==> src/rtl/tick_pkg.sv <==
package tick_pkg;

    localparam int NUM_GRP  = 2;
    localparam int FLD_W    = 4;
    localparam int DIV_CW   = 4;
    localparam logic [FLD_W-1:0] EXT_CODE = 4'd4;

    typedef enum logic [2:0] {
        CH_DIV2,
        CH_DIV4,
        CH_DIV8,
        CH_DIV16,
        CH_EXT
    } ch_mode_e;

    function automatic ch_mode_e decode_code(input logic [FLD_W-1:0] code);
        ch_mode_e m;
        unique case (code)
            4'd0:     m = CH_DIV2;
            4'd1:     m = CH_DIV4;
            4'd2:     m = CH_DIV8;
            EXT_CODE: m = CH_EXT;
            default:  m = CH_DIV16;
        endcase
        return m;
    endfunction

endpackage

==> src/rtl/tick_prescaler.sv <==
module tick_prescaler #(
    parameter int PS_W = 8
) (
    input  logic            clk,
    input  logic            rst_n,
    input  logic            restart,
    input  logic [PS_W-1:0] limit,
    output logic            stb
);
    logic [PS_W-1:0] cnt_q;

    assign stb = (cnt_q == limit);

    always_ff @(posedge clk) begin
        if (!rst_n || restart) begin
            cnt_q <= '0;
        end else if (stb) begin
            cnt_q <= '0;
        end else begin
            cnt_q <= cnt_q + 1'b1;
        end
    end
endmodule

==> src/rtl/tick_ext_sync.sv <==
module tick_ext_sync #(
    parameter int N = 2
) (
    input  logic         clk,
    input  logic         rst_n,
    input  logic [N-1:0] async_i,
    output logic [N-1:0] rise
);
    logic [N-1:0] meta_q;
    logic [N-1:0] sync_q;
    logic [N-1:0] prev_q;

    always_ff @(posedge clk) begin
        if (!rst_n) begin
            meta_q <= '0;
            sync_q <= '0;
            prev_q <= '0;
        end else begin
            meta_q <= async_i;
            sync_q <= meta_q;
            prev_q <= sync_q;
        end
    end

    assign rise = sync_q & ~prev_q;
endmodule

==> src/rtl/tick_channel.sv <==
module tick_channel
    import tick_pkg::*;
(
    input  logic             clk,
    input  logic             rst_n,
    input  logic             restart,
    input  logic [FLD_W-1:0] code,
    input  logic             ps_stb,
    input  logic             ext_rise,
    output logic             tick
);
    ch_mode_e          mode;
    logic [DIV_CW-1:0] lim;
    logic [DIV_CW-1:0] dcnt_q;
    logic              wrap;
    logic              tick_d;

    assign mode = decode_code(code);

    // Output decode: terminal count per mode and the selected strobe.
    always_comb begin
        unique case (mode)
            CH_DIV2:  lim = 4'd1;
            CH_DIV4:  lim = 4'd3;
            CH_DIV8:  lim = 4'd7;
            CH_DIV16: lim = 4'd15;
            CH_EXT:   lim = 4'd0;
            default:  lim = 4'd15;
        endcase
        wrap   = ps_stb && (dcnt_q == lim);
        tick_d = (mode == CH_EXT) ? ext_rise : wrap;
    end

    // Divide counter state register.
    always_ff @(posedge clk) begin
        if (!rst_n || restart) begin
            dcnt_q <= '0;
        end else if (mode != CH_EXT && ps_stb) begin
            dcnt_q <= wrap ? '0 : dcnt_q + 1'b1;
        end
    end

    always_ff @(posedge clk) begin
        if (!rst_n) begin
            tick <= 1'b0;
        end else begin
            tick <= tick_d;
        end
    end
endmodule

==> src/rtl/tick_enable_gen.sv <==
module tick_enable_gen
    import tick_pkg::*;
#(
    parameter int NUM_CH  = 5,
    parameter int GRP0_CH = 2,
    parameter int PS_W    = 8,
    parameter int DATA_W  = 32
) (
    input  logic               clk,
    input  logic               rst_n,
    input  logic               cfg_we,
    input  logic               cfg_addr,
    input  logic [DATA_W-1:0]  cfg_wdata,
    input  logic [NUM_GRP-1:0] ext_tick_i,
    output logic [NUM_CH-1:0]  tick_o
);
    localparam int PS_BITS  = NUM_GRP * PS_W;
    localparam int FLD_BITS = NUM_CH * FLD_W;

    logic [PS_BITS-1:0]  ps_cfg_q;
    logic [FLD_BITS-1:0] fld_cfg_q;
    logic [NUM_GRP-1:0]  ps_stb;
    logic [NUM_GRP-1:0]  ext_rise;
    logic                restart;

    assign restart = cfg_we;

    always_ff @(posedge clk) begin
        if (!rst_n) begin
            ps_cfg_q  <= '0;
            fld_cfg_q <= '0;
        end else if (cfg_we) begin
            if (cfg_addr == 1'b0) begin
                ps_cfg_q <= cfg_wdata[PS_BITS-1:0];
            end else begin
                fld_cfg_q <= cfg_wdata[FLD_BITS-1:0];
            end
        end
    end

    for (genvar g = 0; g < NUM_GRP; g++) begin : g_ps
        tick_prescaler #(.PS_W(PS_W)) u_ps (
            .clk     (clk),
            .rst_n   (rst_n),
            .restart (restart),
            .limit   (ps_cfg_q[g*PS_W +: PS_W]),
            .stb     (ps_stb[g])
        );
    end

    tick_ext_sync #(.N(NUM_GRP)) u_sync (
        .clk     (clk),
        .rst_n   (rst_n),
        .async_i (ext_tick_i),
        .rise    (ext_rise)
    );

    for (genvar c = 0; c < NUM_CH; c++) begin : g_ch
        localparam int GRP = (c < GRP0_CH) ? 0 : 1;
        tick_channel u_ch (
            .clk      (clk),
            .rst_n    (rst_n),
            .restart  (restart),
            .code     (fld_cfg_q[c*FLD_W +: FLD_W]),
            .ps_stb   (ps_stb[GRP]),
            .ext_rise (ext_rise[GRP]),
            .tick     (tick_o[c])
        );
    end
endmodule

==> config.mk <==
export PLATFORM = sky130hd
export DESIGN_NAME = tick_enable_gen
export DESIGN_NICKNAME = d
export VERILOG_FILES = /design/src/rtl/tick_pkg.sv /design/src/rtl/tick_prescaler.sv /design/src/rtl/tick_ext_sync.sv /design/src/rtl/tick_channel.sv /design/src/rtl/tick_enable_gen.sv
export SDC_FILE = /design/constraint.sdc
export NUM_CORES = 1
export LEC_CHECK = 0
export BUFFER_PORTS_ARGS = -buffer_cell sky130_fd_sc_hd__buf_2
export CAP_MARGIN = 40
export CORE_MARGIN = 2
export CORE_UTILIZATION = 62
export CTS_CLUSTER_DIAMETER = 200
export CTS_CLUSTER_SIZE = 14
export DETAILED_ROUTE_END_ITERATION = 7
export GPL_TIMING_DRIVEN = 0
export PLACE_DENSITY = 0.87
export RECOVER_POWER = 100
export SYNTH_ARGS = -nofsm -noshare
export SYNTH_HDL_FRONTEND = slang
export SYNTH_SLANG_ARGS = --single-unit
==> constraint.sdc <==
create_clock -name clk -period 3.6 [get_ports clk]
set_input_delay 0.36 -clock clk [delete_from_list [all_inputs] [get_ports clk]]
set_output_delay 0.36 -clock clk [all_outputs]
set_load 0.02 [all_outputs]
# Word level (Yosys, flattened, before mapping)
# Cells that the tools add are included.
[word_totals]
out_inout_bits = 5
reg_bits = 83
input_bits = 38
[op_classes]
n_reduce_logical = 26
eq_ne = 42
add_sub_neg = 7
n_mux = 20
bitwise_logic = 3
[op_table]
columns = ["operator", "n"]
rows = [
  ["$pmux 4 s4", 5],
  ["$pmux 3 s4", 5],
  ["$add 4x1->4 const B", 5],
  ["$eq 4x1->1 const B", 5],
  ["$eq 4x2->1 const B", 5],
  ["$eq 4x3->1 const B", 5],
  ["$eq 4x4->1", 5],
  ["$logic_not 4->1", 5],
  ["$mux 4", 5],
  ["$add 8x1->8 const B", 2],
  ["$eq 8x8->1", 2],
  ["$eq 3x1->1 const B", 5],
  ["$eq 3x2->1 const B", 5],
  ["$eq 3x3->1 const B", 5],
  ["$logic_not 3->1", 5],
  ["$ne 3x3->1 const B", 5],
  ["$logic_and 1x1->1", 10],
  ["$mux 1", 5],
  ["$reduce_and 2->1", 2],
  ["$reduce_or 2->1", 2],
  ["$and 2x2->2", 1],
  ["$not 2->2", 1],
  ["$logic_not 1->1", 1],
  ["$logic_or 1x1->1", 1],
  ["$not 1->1", 1],
]

# Longest topological paths before layout
# Gate-level depths: netlist of run 1.
[depth]
depth_word = 7
depth_mapped = 8

# Hierarchy
# From an unflattened synthesis of run 1, not the netlist that was laid out.
[hier_totals]
hier_cells = 458
area_unflattened_um2 = 4149.0
[modules_own_cells]
columns = ["mod", "area_each_um2", "seq_area_each_um2", "cells_per_inst", "instances"]
rows = [
  ["tick_channel", 334.1, 100.1, 42, 5],
  ["tick_enable_gen", 1372.6, 720.7, 140, 1],
  ["tick_prescaler", 467.9, 160.2, 47, 2],
  ["tick_ext_sync", 170.2, 120.1, 14, 1],
]

# Least setup slack after synthesis of run 1
# OpenSTA, ideal clock, no wires.
[synth_path]
kind = "reg-to-reg"
startpoint = "reg fld_cfg_q[9]"
endpoint = "reg g_ch[2].u_ch.dcnt_q[2]"
setup_ps = 123
stages_incl_launch_ff = 9
path_buffers = 2
arrival_ps = 1597
setup_slack_ps = 1880
cell_sequence = "dfxtp_1 -> buf_6 -> or4b_1 -> buf_2 -> nor2_1 -> a31oi_1 -> nor3_1 -> o21bai_1 -> o21ai_0"
[synth_between]
elab_chain_cells = 7
[synth_lines]
columns = ["element", "line_no", "rtl"]
rows = [
  ["from (decl)", "tick_enable_gen.sv:21", "logic [FLD_BITS-1:0] fld_cfg_q;"],
  ["from (signal assigned)", "tick_enable_gen.sv:36", "fld_cfg_q <= cfg_wdata[FLD_BITS-1:0];"],
  ["$eq 4x3->1, or another cell as far along", "tick_pkg.sv:18", "unique case (code)"],
  ["$pmux 3 s4 *", "tick_pkg.sv:18", ""],
  ["$eq 3x3->1, or another cell as far along", "tick_channel.sv:22", "unique case (mode)"],
  ["$pmux 4 s4", "tick_channel.sv:22", ""],
  ["$eq 4x4->1", "tick_channel.sv:30", "wrap = ps_stb && (dcnt_q == lim);"],
  ["$logic_and 1x1->1", "tick_channel.sv:30", ""],
  ["$mux 4", "tick_channel.sv:39", "dcnt_q <= wrap ? '0 : dcnt_q + 1'b1;"],
  ["to (signal assigned)", "tick_channel.sv:39", ""],
  ["to (decl)", "tick_channel.sv:14", "logic [DIV_CW-1:0] dcnt_q;"],
]
# Every way passes the cells marked *; elsewhere a longest branch is shown, timed or not.
# A chain may end at the register's enable or synchronous reset.

# Worst setup path after layout of run 1
[layout_path]
startpoint = "reg g_ps[1].u_ps.cnt_q[2]"
endpoint = "reg g_ch[3].u_ch.dcnt_q[2]"
[layout_between]
elab_chain_cells = 3
[layout_lines]
columns = ["element", "line_no", "rtl"]
rows = [
  ["from (decl)", "tick_prescaler.sv:10", "logic [PS_W-1:0] cnt_q;"],
  ["from (signal assigned)", "tick_prescaler.sv:20", "cnt_q <= cnt_q + 1'b1;"],
  ["$eq 8x8->1 *", "tick_prescaler.sv:12", "assign stb = (cnt_q == limit);"],
  ["$logic_and 1x1->1", "tick_channel.sv:30", ""],
  ["$mux 4", "tick_channel.sv:39", ""],
  ["to (signal assigned)", "tick_channel.sv:39", ""],
  ["to (decl)", "tick_channel.sv:14", ""],
]
# Marked as above.

==> reports/qor.yml, run 1 <==
worst_setup_path:
  timing.rr.start: "g_ps[1].u_ps.cnt_q[2]$_SDFF_PP0_"
  start_kind: "register"
  worstPathRequired_ns: 3.87
  critPathLaunch: "g_ps[1].u_ps.cnt_q[2]$_SDFF_PP0_"
  critPathArrivalTime_ns: 2.57
  endpoint_kind: "register"
  crit_fanout: 10
  crit_type: "reg2reg"
drt:
  via_per_inst: 5.82
  drtIter0Drc: 211
  post_drt_wl_per_cell_um: 14.0
  first_pass_iters: 5
  via_count: 3510
  ant_nets: 0
  wl_um: 8470
  route.detailed.drc: 0
global_route:
  grt_max_degree: 14
  grt_pass1_wl_um: 14500
  antenna_found_initial: 0
  grt_pass1_vias: 3274
  grt_usage: 0.252
  grt.overflow.total: 0
die:
  start_util: 0.633
  die_h_um: 84.1
  die_area_mm2: 0.00707
  pin_count: 43
  die_width_um: 84.1
  rows: 29
  core_area_mm2: 0.00628
power_and_ir_drop:
  leakage_nw: 1.61
  p_int_mw: 1.33
  comb_power_share: 0.130
  irDropWorstVdd_mv: 0.303
  p_seq_frac: 0.539
  clkPwrFrac: 0.332
  power.total_mw: 1.83
  powerDensity_mw_per_mm2: 418
  p_switching_uw: 500
  p_sw_frac: 0.273
timing:
  min_period_ns: 2.30
  hold_viol_final: 0
  finalMaxSlewViolations: 0
  setup_viol: 0
  period_share: 0.639
  finClkSkew_ns: 0.00800
  worst_pin_slew_ns: 0.815
  max-slew-margin-rel: 0.451
  rsz0062_at_grt: "false"
  hold_ws_ns: 0.219
  fin_tns_setup_ns: 0
  max_freq_mhz: 435
run:
  drv_cap: 0
cells_and_area:
  drive_gt1_frac: 0.101
  regArea_mm2: 0.00166
  antenna_cells: 0
  fillers: 500
  multi_input_area_mm2: 0.00214
  fin_area_mm2: 0.00438
  final_cells: 603
  nNetsFinal: 566
  area_growth_pct: 10.2
place:
  place_area_mm2: 0.00423
  gp_congestion: 0.868
  hpwl_um: 6340
  dp.cells: 587
  io_buffers: 30
synthesis:
  syn_inst: 479
  synth_edf_count: 0
  synth_top_area_cell: "dfxtp_1"
  synth_area_leaders: "dfxtp_1 (42%), nand2_1 (8.9%), a21boi_0 (6.8%)"
  syn_nets: 524
  synthesis.area_mm2: 0.00398
  async_flop_share: 0
  yosys.cell_types.count: 51
  ys.flop_type: "dfxtp_1"
  yosysSeqAreaShare: 0.418
  yosys_warnings: 0
  syn_area_per_cell_um2: 8.30
  synth_top_area_share: 0.418
  ys_seq_elements: 83
cts:
  clock_sinks: 83
  clkTransAtPathRegs_ns: 0.08
  h-tree-depth: 3
  post_cts_buffers: 0
  cts_tree: "yes"
  clk_latency_ns: 0.35
  cts_buffer_depth: 2
  cts_resized: 0
  cts_buffers: 9
  holdBufCountCts: 0
  root_buffer: "clkbuf_8"
hold_path:
  hp-start: "ext_tick_i[1]"
  hp-class: "in2reg"
status:
  outcome: "complete, no violations"
## routing by layer
| layer | GRT usage | vias up | share of wire |
|---|---|---|---|
| li1 | - | 1734 | - |
| met1 | 0.312 | 1664 | 0.44 |
| met2 | 0.437 | 96 | 0.49 |
| met3 | 0.0465 | 16 | 0.046 |
| met4 | 0.0880 | 0 | 0.016 |
| met5 | 0 | - | 0 |
## state kept, by name (all words and copies together), names as in the netlist
name              count
fld_cfg_q            20
g_ch.u_ch.dcnt_q     20
g_ps.u_ps.cnt_q      16
ps_cfg_q             16
g_ch.u_ch.tick        5
u_sync.meta_q         2
u_sync.prev_q         2
u_sync.sync_q         2
## cell type report
class                      instances  share of cell area
multi-input combinational        364               0.489
sequential                        83               0.379
clock buffer                      12              0.0354
timing repair buffer              31              0.0348
buffer                            29              0.0317
tap                               77              0.0220
clock inverter                     4             0.00571
inverter                           3             0.00257
## power by group through the flow
stage | combinational, mW | sequential, mW | clock, mW
floorplan | 0.177 | 0.998 | 0
global placement | 0.229 | 1.01 | 0
detailed placement | 0.242 | 1.01 | 0
CTS | 0.243 | 0.986 | 0.613
global route | 0.266 | 0.992 | 0.652
finish | 0.238 | 0.987 | 0.607
## critical path, cell delays in order (launching register included)
cell	delay, ns
dfxtp_1	0.42
xnor2_1	0.14
nand4_1	0.16
nor2_1	0.66
nand2_1	0.15
or4b_1	0.50
a31oi_1	0.19
## synth_stat cells (all sizes together) (3+ instances only)
master / count
inv: 3
a21boi: 36
nor3: 6
clkbuf: 19
nor2b: 5
a211o: 3
nor4: 5
ha: 7
a31oi: 9
a21oi: 16
and3: 7
nor2: 37
xnor2: 21
and2: 12
a211oi: 5
xor2: 17
o21ai: 15
buf: 10
nand2b: 6
o211ai: 3
nand3: 23
or4b: 3
nand4: 7
dfxtp: 83
nand2: 95
## kinds of logic after synthesis
| family | count (synthesis) | share of synthesized area |
|---|---|---|
| multiplexers | 2 | 0.00503 |
| AND/OR/NAND/NOR | 216 | 0.258 |
| flip-flops | 83 | 0.418 |
| buffers and inverters | 32 | 0.0381 |
| adder cells (fa/ha/maj) | 8 | 0.0245 |
| XOR/XNOR | 38 | 0.0837 |
| AO/OA/AOI/OAI | 100 | 0.172 |
## metrics by stage
stage	utilization	setup WS, ns
floorplan	-	1.88
global placement	0.673	1.71
detailed placement	0.675	1.66
CTS	0.703	1.62
global route	0.698	1.16
finish	0.698	1.30
## cells in the final DEF, fill, tap and decap left out, drive strengths merged, types with 3 or more instances in the layout
cell	Yosys	final
a211oi	5	5
nor4	5	5
nor2b	5	5
nor3	6	6
ha	7	7
a21oi	16	16
clkbuf	19	39
a31oi	9	9
xor2	17	17
nand3	23	23
buf	10	32
o211ai	3	3
nand2	95	95
nand4	7	7
dfxtp	83	83
xnor2	21	21
and2	12	12
nor2	37	37
and3	7	7
o21ai	15	15
or4b	3	3
inv	3	3
nand2b	6	6
a211o	3	3
a21boi	36	36
## path summary, 6_finish.rpt
path                                                            end  depth (start not counted)  slack (ns)
worst max register to register  g_ch[3].u_ch.dcnt_q[2]$_SDFFE_PP0P_                          6        1.30
worst max-delay path            g_ch[3].u_ch.dcnt_q[2]$_SDFFE_PP0P_                          6        1.30
worst min-delay path                    u_sync.meta_q[1]$_SDFF_PN0_                          2        0.22
worst min register to register          u_sync.sync_q[1]$_SDFF_PN0_                          1        0.44
(Power assumes the default switching activity.)
==> inputs of run 2 (changes only) <==
--- a/config.mk
+++ b/config.mk
@@ -5,15 +5,16 @@
 export SDC_FILE = /design/constraint.sdc
 export NUM_CORES = 1
 export LEC_CHECK = 0
+export ABC_AREA = 1
 export BUFFER_PORTS_ARGS = -buffer_cell sky130_fd_sc_hd__buf_2
 export CAP_MARGIN = 40
 export CORE_MARGIN = 2
-export CORE_UTILIZATION = 62
+export CORE_UTILIZATION = 59
 export CTS_CLUSTER_DIAMETER = 200
 export CTS_CLUSTER_SIZE = 14
 export DETAILED_ROUTE_END_ITERATION = 7
 export GPL_TIMING_DRIVEN = 0
-export PLACE_DENSITY = 0.87
+export PLACE_DENSITY = 0.83
 export RECOVER_POWER = 100
 export SYNTH_ARGS = -nofsm -noshare
 export SYNTH_HDL_FRONTEND = slang
==> constraint.sdc (replaced) <==
create_clock -name clk -period 2.3 [get_ports clk]
set_input_delay 0.23 -clock clk [delete_from_list [all_inputs] [get_ports clk]]
set_output_delay 0.23 -clock clk [all_outputs]
set_load 0.02 [all_outputs]
==> run 2 against run 1 <==
Against the previous run:
- largest cell class unchanged
- critical path depth grew 4
- synthesized cell count up 38%
- wire length is 13% higher
- area after synthesis rose by 7.2%
- power increased by 67%
- largest power group unchanged
- sequential power up 57%
- count of clock-buffer cells in the layout down 2
- fmax grew 23%
- clock power up 71%
- die area increased by 12%
==> reports/qor.yml, run 2 <==
status:
  outcome: "complete, no violations"
synthesis:
  ys.flop_type: "dfxtp_1"
  synthMuxAreaShare: 0
  synth_top_family_by_area: "simple AND/OR/NAND/NOR gates"
  yosysSeqAreaShare: 0.390
  synth_edf_count: 0
  syn_area_per_cell_um2: 6.46
  synth_top_area_cell: "dfxtp_1"
  synth_commonest_cells: "nand2_1 (193), inv_1 (97), dfxtp_1 (83), nor2_1 (76), a21oi_1 (49)"
  post-synth-top-count-cell: "nand2_1"
  synth_fa_ha_area_frac: 0.0205
  synth_area_leaders: "dfxtp_1 (39%), nand2_1 (17%), inv_1 (8.5%)"
  synth_xor_area_frac: 0.0164
  syn_inst: 660
  ys_seq_elements: 83
  synthesis.area_mm2: 0.00426
  async_flop_share: 0
  synth_top_area_share: 0.390
  yosys.cell_types.count: 29
  syn_nets: 705
  synth_compound_area_frac: 0.109
  synthSimpleGateAreaFrac: 0.350
  yosys_warnings: 0
power_and_ir_drop:
  clkPwrFrac: 0.340
  comb_power_share: 0.156
  powerDensity_mw_per_mm2: 655
  power.total_mw: 3.07
  p_switching_uw: 888
  irDropWorstVdd_mv: 0.374
  leakage_nw: 2.24
  p_sw_frac: 0.290
  p_seq_frac: 0.505
  p_int_mw: 2.18
cts:
  root_buffer: "clkbuf_8"
  cts_buffers: 9
  clock_sinks: 83
  cts_buffer_depth: 2
  holdBufCountCts: 0
  post_cts_buffers: 0
  cts_resized: 0
  clk_latency_ns: 0.35
  cts_tree: "yes"
  h-tree-depth: 3
  clkTransAtPathRegs_ns: 0.08
worst_setup_path:
  start_kind: "register"
  crit_path_frequent_cell: "nand2_1"
  cpPeakStageDelay_ns: 0.50
  crit_type: "reg2reg"
  reg2reg_depth: 10
  worstPathRequired_ns: 2.55
  endpoint_kind: "register"
  r2r_setup_slack_ns: 0.43
  slowest_stage: "nor2_1"
  critPathArrivalTime_ns: 2.12
  crit_fanout: 10
  crit_chain: "inv_2, nand2_1, nand2_1, nor2_2, nand2_2, nor2_1, buf_6, nand4_1, nand2_1, nor2_1"
cells_and_area:
  antenna_cells: 0
  final_common_cell: "nand2_1"
  area_growth_pct: 9.89
  drive_gt1_frac: 0.0752
  layout_common_cells: "nand2_1 (194), inv_1 (97), dfxtp_1 (83)"
  top_regs: "fld_cfg_q x20, g_ch.u_ch.dcnt_q x20"
  final_cells: 801
  final_core_util: 0.678
  nNetsFinal: 746
die:
  die_area_mm2: 0.00792
  pin_count: 43
  die_h_um: 89
  rows: 30
  start_util: 0.617
  core_area_mm2: 0.00691
  die_width_um: 89
global_route:
  grt_pass1_wl_um: 16300
  antenna_found_initial: 0
  grt_pass1_vias: 3760
  grt_usage: 0.263
  grt_max_degree: 14
  grt.overflow.total: 0
run:
  drv_cap: 0
timing:
  fin_tns_setup_ns: 0
  max_freq_mhz: 536
  setup_viol: 0
  finalMaxSlewViolations: 0
  hold_viol_final: 0
  period_share: 0.811
  setup_slack_ns: 0.435
  finClkSkew_ns: 0.00960
  rsz0062_at_grt: "false"
  max-slew-margin-rel: 0.515
  worst_pin_slew_ns: 0.725
  min_period_ns: 1.87
drt:
  first_pass_iters: 5
  route.detailed.drc: 0
  via_per_inst: 5.18
  via_count: 4153
  ant_nets: 0
  wl_um: 9590
  drtIter0Drc: 210
  post_drt_wl_per_cell_um: 12.0
place:
  hpwl_um: 7320
  gp_congestion: 0.946
  dp.cells: 786
  dp_slack_ns: 0.505
  io_buffers: 30
hold_path:
  hp-class: "in2reg"
  hold_path_depth: 3
run 2: final timing paths:
path / from / endpoint
worst max register to register: g_ps[1].u_ps.cnt_q[6]$_SDFF_PP0_ / g_ch[3].u_ch.dcnt_q[2]$_SDFFE_PP0P_
worst max-delay path: g_ps[1].u_ps.cnt_q[6]$_SDFF_PP0_ / g_ch[3].u_ch.dcnt_q[2]$_SDFFE_PP0P_
worst min register to register: u_sync.meta_q[0]$_SDFF_PN0_ / u_sync.sync_q[0]$_SDFF_PN0_
worst min-delay path: ext_tick_i[0] / u_sync.meta_q[0]$_SDFF_PN0_
run 2: cells by family after synthesis:
family,Yosys count
AO/OA/AOI/OAI,92
XOR/XNOR,8
adder cells (fa/ha/maj),7
buffers and inverters,118
flip-flops,83
AND/OR/NAND/NOR,352
run 2: metal layers:
layer | up-vias | global-route usage | routed length, um
li1 | 2157 | - | -
met1 | 1849 | 0.336 | 4330
met2 | 120 | 0.442 | 4460
met3 | 27 | 0.0369 | 508
met4 | 0 | 0.121 | 300
met5 | - | 0 | 0
run 2: power by group through the flow:
stage	logic (mW)	registers, mW	clock network [mW]
after floorplan	0.361	1.57	0
after global placement	0.469	1.58	0
after detailed placement	0.482	1.58	0
after CTS	0.485	1.55	1.05
after global routing	0.552	1.56	1.11
final	0.477	1.55	1.04
run 2: per-stage QoR:
stage                     cell area, um2  hold slack, ns
after floorplan                     4260           0.328
after global placement              4530           0.408
after detailed placement            4530           0.410
after CTS                           4720          0.0531
after global routing                4680          0.0681
final                               4680          0.0602
run 2: worst max-delay path, delay by kind of cell, from the launching register on:
| family | cells | cell delay, ns |
|---|---|---|
| buf+inv | 2 | 0.27 |
| flops | 1 | 0.47 |
| simple gates | 8 | 1.04 |
run 2: layout make-up:
class	instances	area (um2)
plain buffers	19	114
clock buffers	10	138
clock inverters	5	53.8
fillers	664	2220
inverters	99	372
multi-input cells	459	2080
flip-flops and latches	83	1660
well taps	96	120
repair buffers	30	141
==> inputs of run 3 (changes only) <==
==> constraint.sdc (replaced) <==
create_clock -name clk -period 1.8 [get_ports clk]
set_input_delay 0.18 -clock clk [delete_from_list [all_inputs] [get_ports clk]]
set_output_delay 0.18 -clock clk [all_outputs]
set_load 0.02 [all_outputs]
==> run 3 against run 2 <==
Against the previous run:
- clock power up 28%
- wire length up 0.38%
- count of clock-buffer cells in the layout unchanged
- die area unchanged
- sequential power up 28%
- non-clock buffer count unchanged
- register-to-register slack worse by 0.24 ns
- critical endpoint is now g_ch[2].u_ch.dcnt_q[3]$_SDFFE_PP0P_
- highest routed layer unchanged
==> reports/qor.yml, run 3 (same netlist as run 2, synthesis figures left out) <==
timing:
  max_freq_mhz: 623
  hold_viol_final: 0
  max-slew-margin-rel: 0.654
  worst_pin_slew_ns: 0.519
  setup_viol: 0
  period_share: 0.891
  rsz0062_at_grt: "false"
  finalMaxSlewViolations: 0
  finClkSkew_ns: 0.0156
  min_period_ns: 1.60
  fin_tns_setup_ns: 0
  hold_ws_ns: 0.0106
worst_setup_path:
  timing.rr.start: "fld_cfg_q[9]$_SDFFE_PN0P_"
  worstPathRequired_ns: 2.05
  endpoint_kind: "register"
  critPathLaunch: "fld_cfg_q[9]$_SDFFE_PN0P_"
  crit_type: "reg2reg"
  start_kind: "register"
  critPathArrivalTime_ns: 1.85
  crit_fanout: 6
die:
  start_util: 0.617
  die_width_um: 89
  die_h_um: 89
  rows: 30
  core_area_mm2: 0.00691
  die_area_mm2: 0.00792
  pin_count: 43
drt:
  drtIter0Drc: 200
  first_pass_iters: 5
  post_drt_wl_per_cell_um: 12.0
  wl_um: 9630
  ant_nets: 0
  via_count: 4188
  via_per_inst: 5.23
  route.detailed.drc: 0
status:
  outcome: "complete, no violations"
power_and_ir_drop:
  comb_power_share: 0.160
  p_seq_frac: 0.502
  powerDensity_mw_per_mm2: 835
  p_switching_mw: 1.15
  leakage_nw: 2.24
  irDropWorstVdd_mv: 0.476
  power.total_mw: 3.94
  clkPwrFrac: 0.338
  p_int_mw: 2.79
  p_sw_frac: 0.292
run:
  drv_cap: 0
cts:
  clkTransAtPathRegs_ns: 0.09
  h-tree-depth: 3
  cts_resized: 1
  clk_latency_ns: 0.36
  post_cts_buffers: 0
  holdBufCountCts: 0
  root_buffer: "clkbuf_8"
  cts_tree: "yes"
  clock_sinks: 83
  cts_buffers: 9
  cts_buffer_depth: 2
global_route:
  grt_pass1_vias: 3757
  grt_max_degree: 14
  grt_usage: 0.263
  antenna_found_initial: 0
  grt_pass1_wl_um: 16300
  grt.overflow.total: 0
hold_path:
  hp-class: "in2reg"
  hp-start: "ext_tick_i[0]"
cells_and_area:
  layout_common_cells: "nand2_1 (192), inv_1 (97), dfxtp_1 (83)"
  final_common_cell: "nand2_1"
  area_growth_pct: 10.8
  antenna_cells: 0
  fin_area_mm2: 0.00472
  final_cells: 801
  top_regs: "fld_cfg_q x20, g_ch.u_ch.dcnt_q x20"
  drive_gt1_frac: 0.0894
  nNetsFinal: 746
place:
  io_buffers: 30
  place_area_mm2: 0.00453
  gp_congestion: 0.946
  dp.cells: 786
  hpwl_um: 7320
-- run 3: cell counts in the layout (fill, tap and decap cells not counted) --
Identical to the previous run, type by type.
-- run 3: path summary, 6_finish.rpt --
check / endpoint / slack [ns] / cells past startpoint
max: g_ch[2].u_ch.dcnt_q[3]$_SDFFE_PP0P_ / 0.20 / 7
min: u_sync.meta_q[0]$_SDFF_PN0_ / 0.01 / 3
max reg2reg: g_ch[2].u_ch.dcnt_q[3]$_SDFFE_PP0P_ / 0.20 / 7
min reg2reg: u_sync.sync_q[0]$_SDFF_PN0_ / 0.43 / 2
-- run 3: final cells by class --
class	instances	area [um2]
sequential	83	1660
buffer	19	114
tap	96	120
timing repair buffer	30	141
clock buffer	10	138
clock inverter	5	53.8
inverter	99	372
fill	661	2180
multi-input combinational	459	2120
-- run 3: critical path, stage by stage (launching register included) --
cell and delay [ns]:
dfxtp_1 0.35, nor2_1 0.30, nand3_1 0.28, nand2_1 0.16, and3_1 0.16, nand3_1 0.10
nand2_1 0.10, nor2_1 0.04
-- run 3: power groups by stage --
| stage | combinational [mW] | clock [mW] | sequential, mW |
|---|---|---|---|
| after CTS | 0.622 | 1.35 | 1.98 |
| after floorplan | 0.462 | 0 | 2.00 |
| after detailed placement | 0.616 | 0 | 2.02 |
| final | 0.632 | 1.33 | 1.98 |
| after global placement | 0.600 | 0 | 2.02 |
| after global routing | 0.727 | 1.42 | 1.99 |
-- run 3: layer usage --
| metal | routed length (um) | vias to the layer above | global-route usage |
|---|---|---|---|
| met5 | 0 | - | 0 |
| met2 | 4480 | 133 | 0.442 |
| met3 | 640 | 30 | 0.0369 |
| li1 | - | 2159 | - |
| met1 | 4170 | 1866 | 0.336 |
| met4 | 334 | 0 | 0.121 |
-- run 3: through the flow --
step,utilization,setup WS (ns)
final,0.684,0.196
after global placement,0.656,0.0468
after CTS,0.684,0.0856
after floorplan,-,0.470
after global routing,0.684,0.0586
after detailed placement,0.656,0.00465
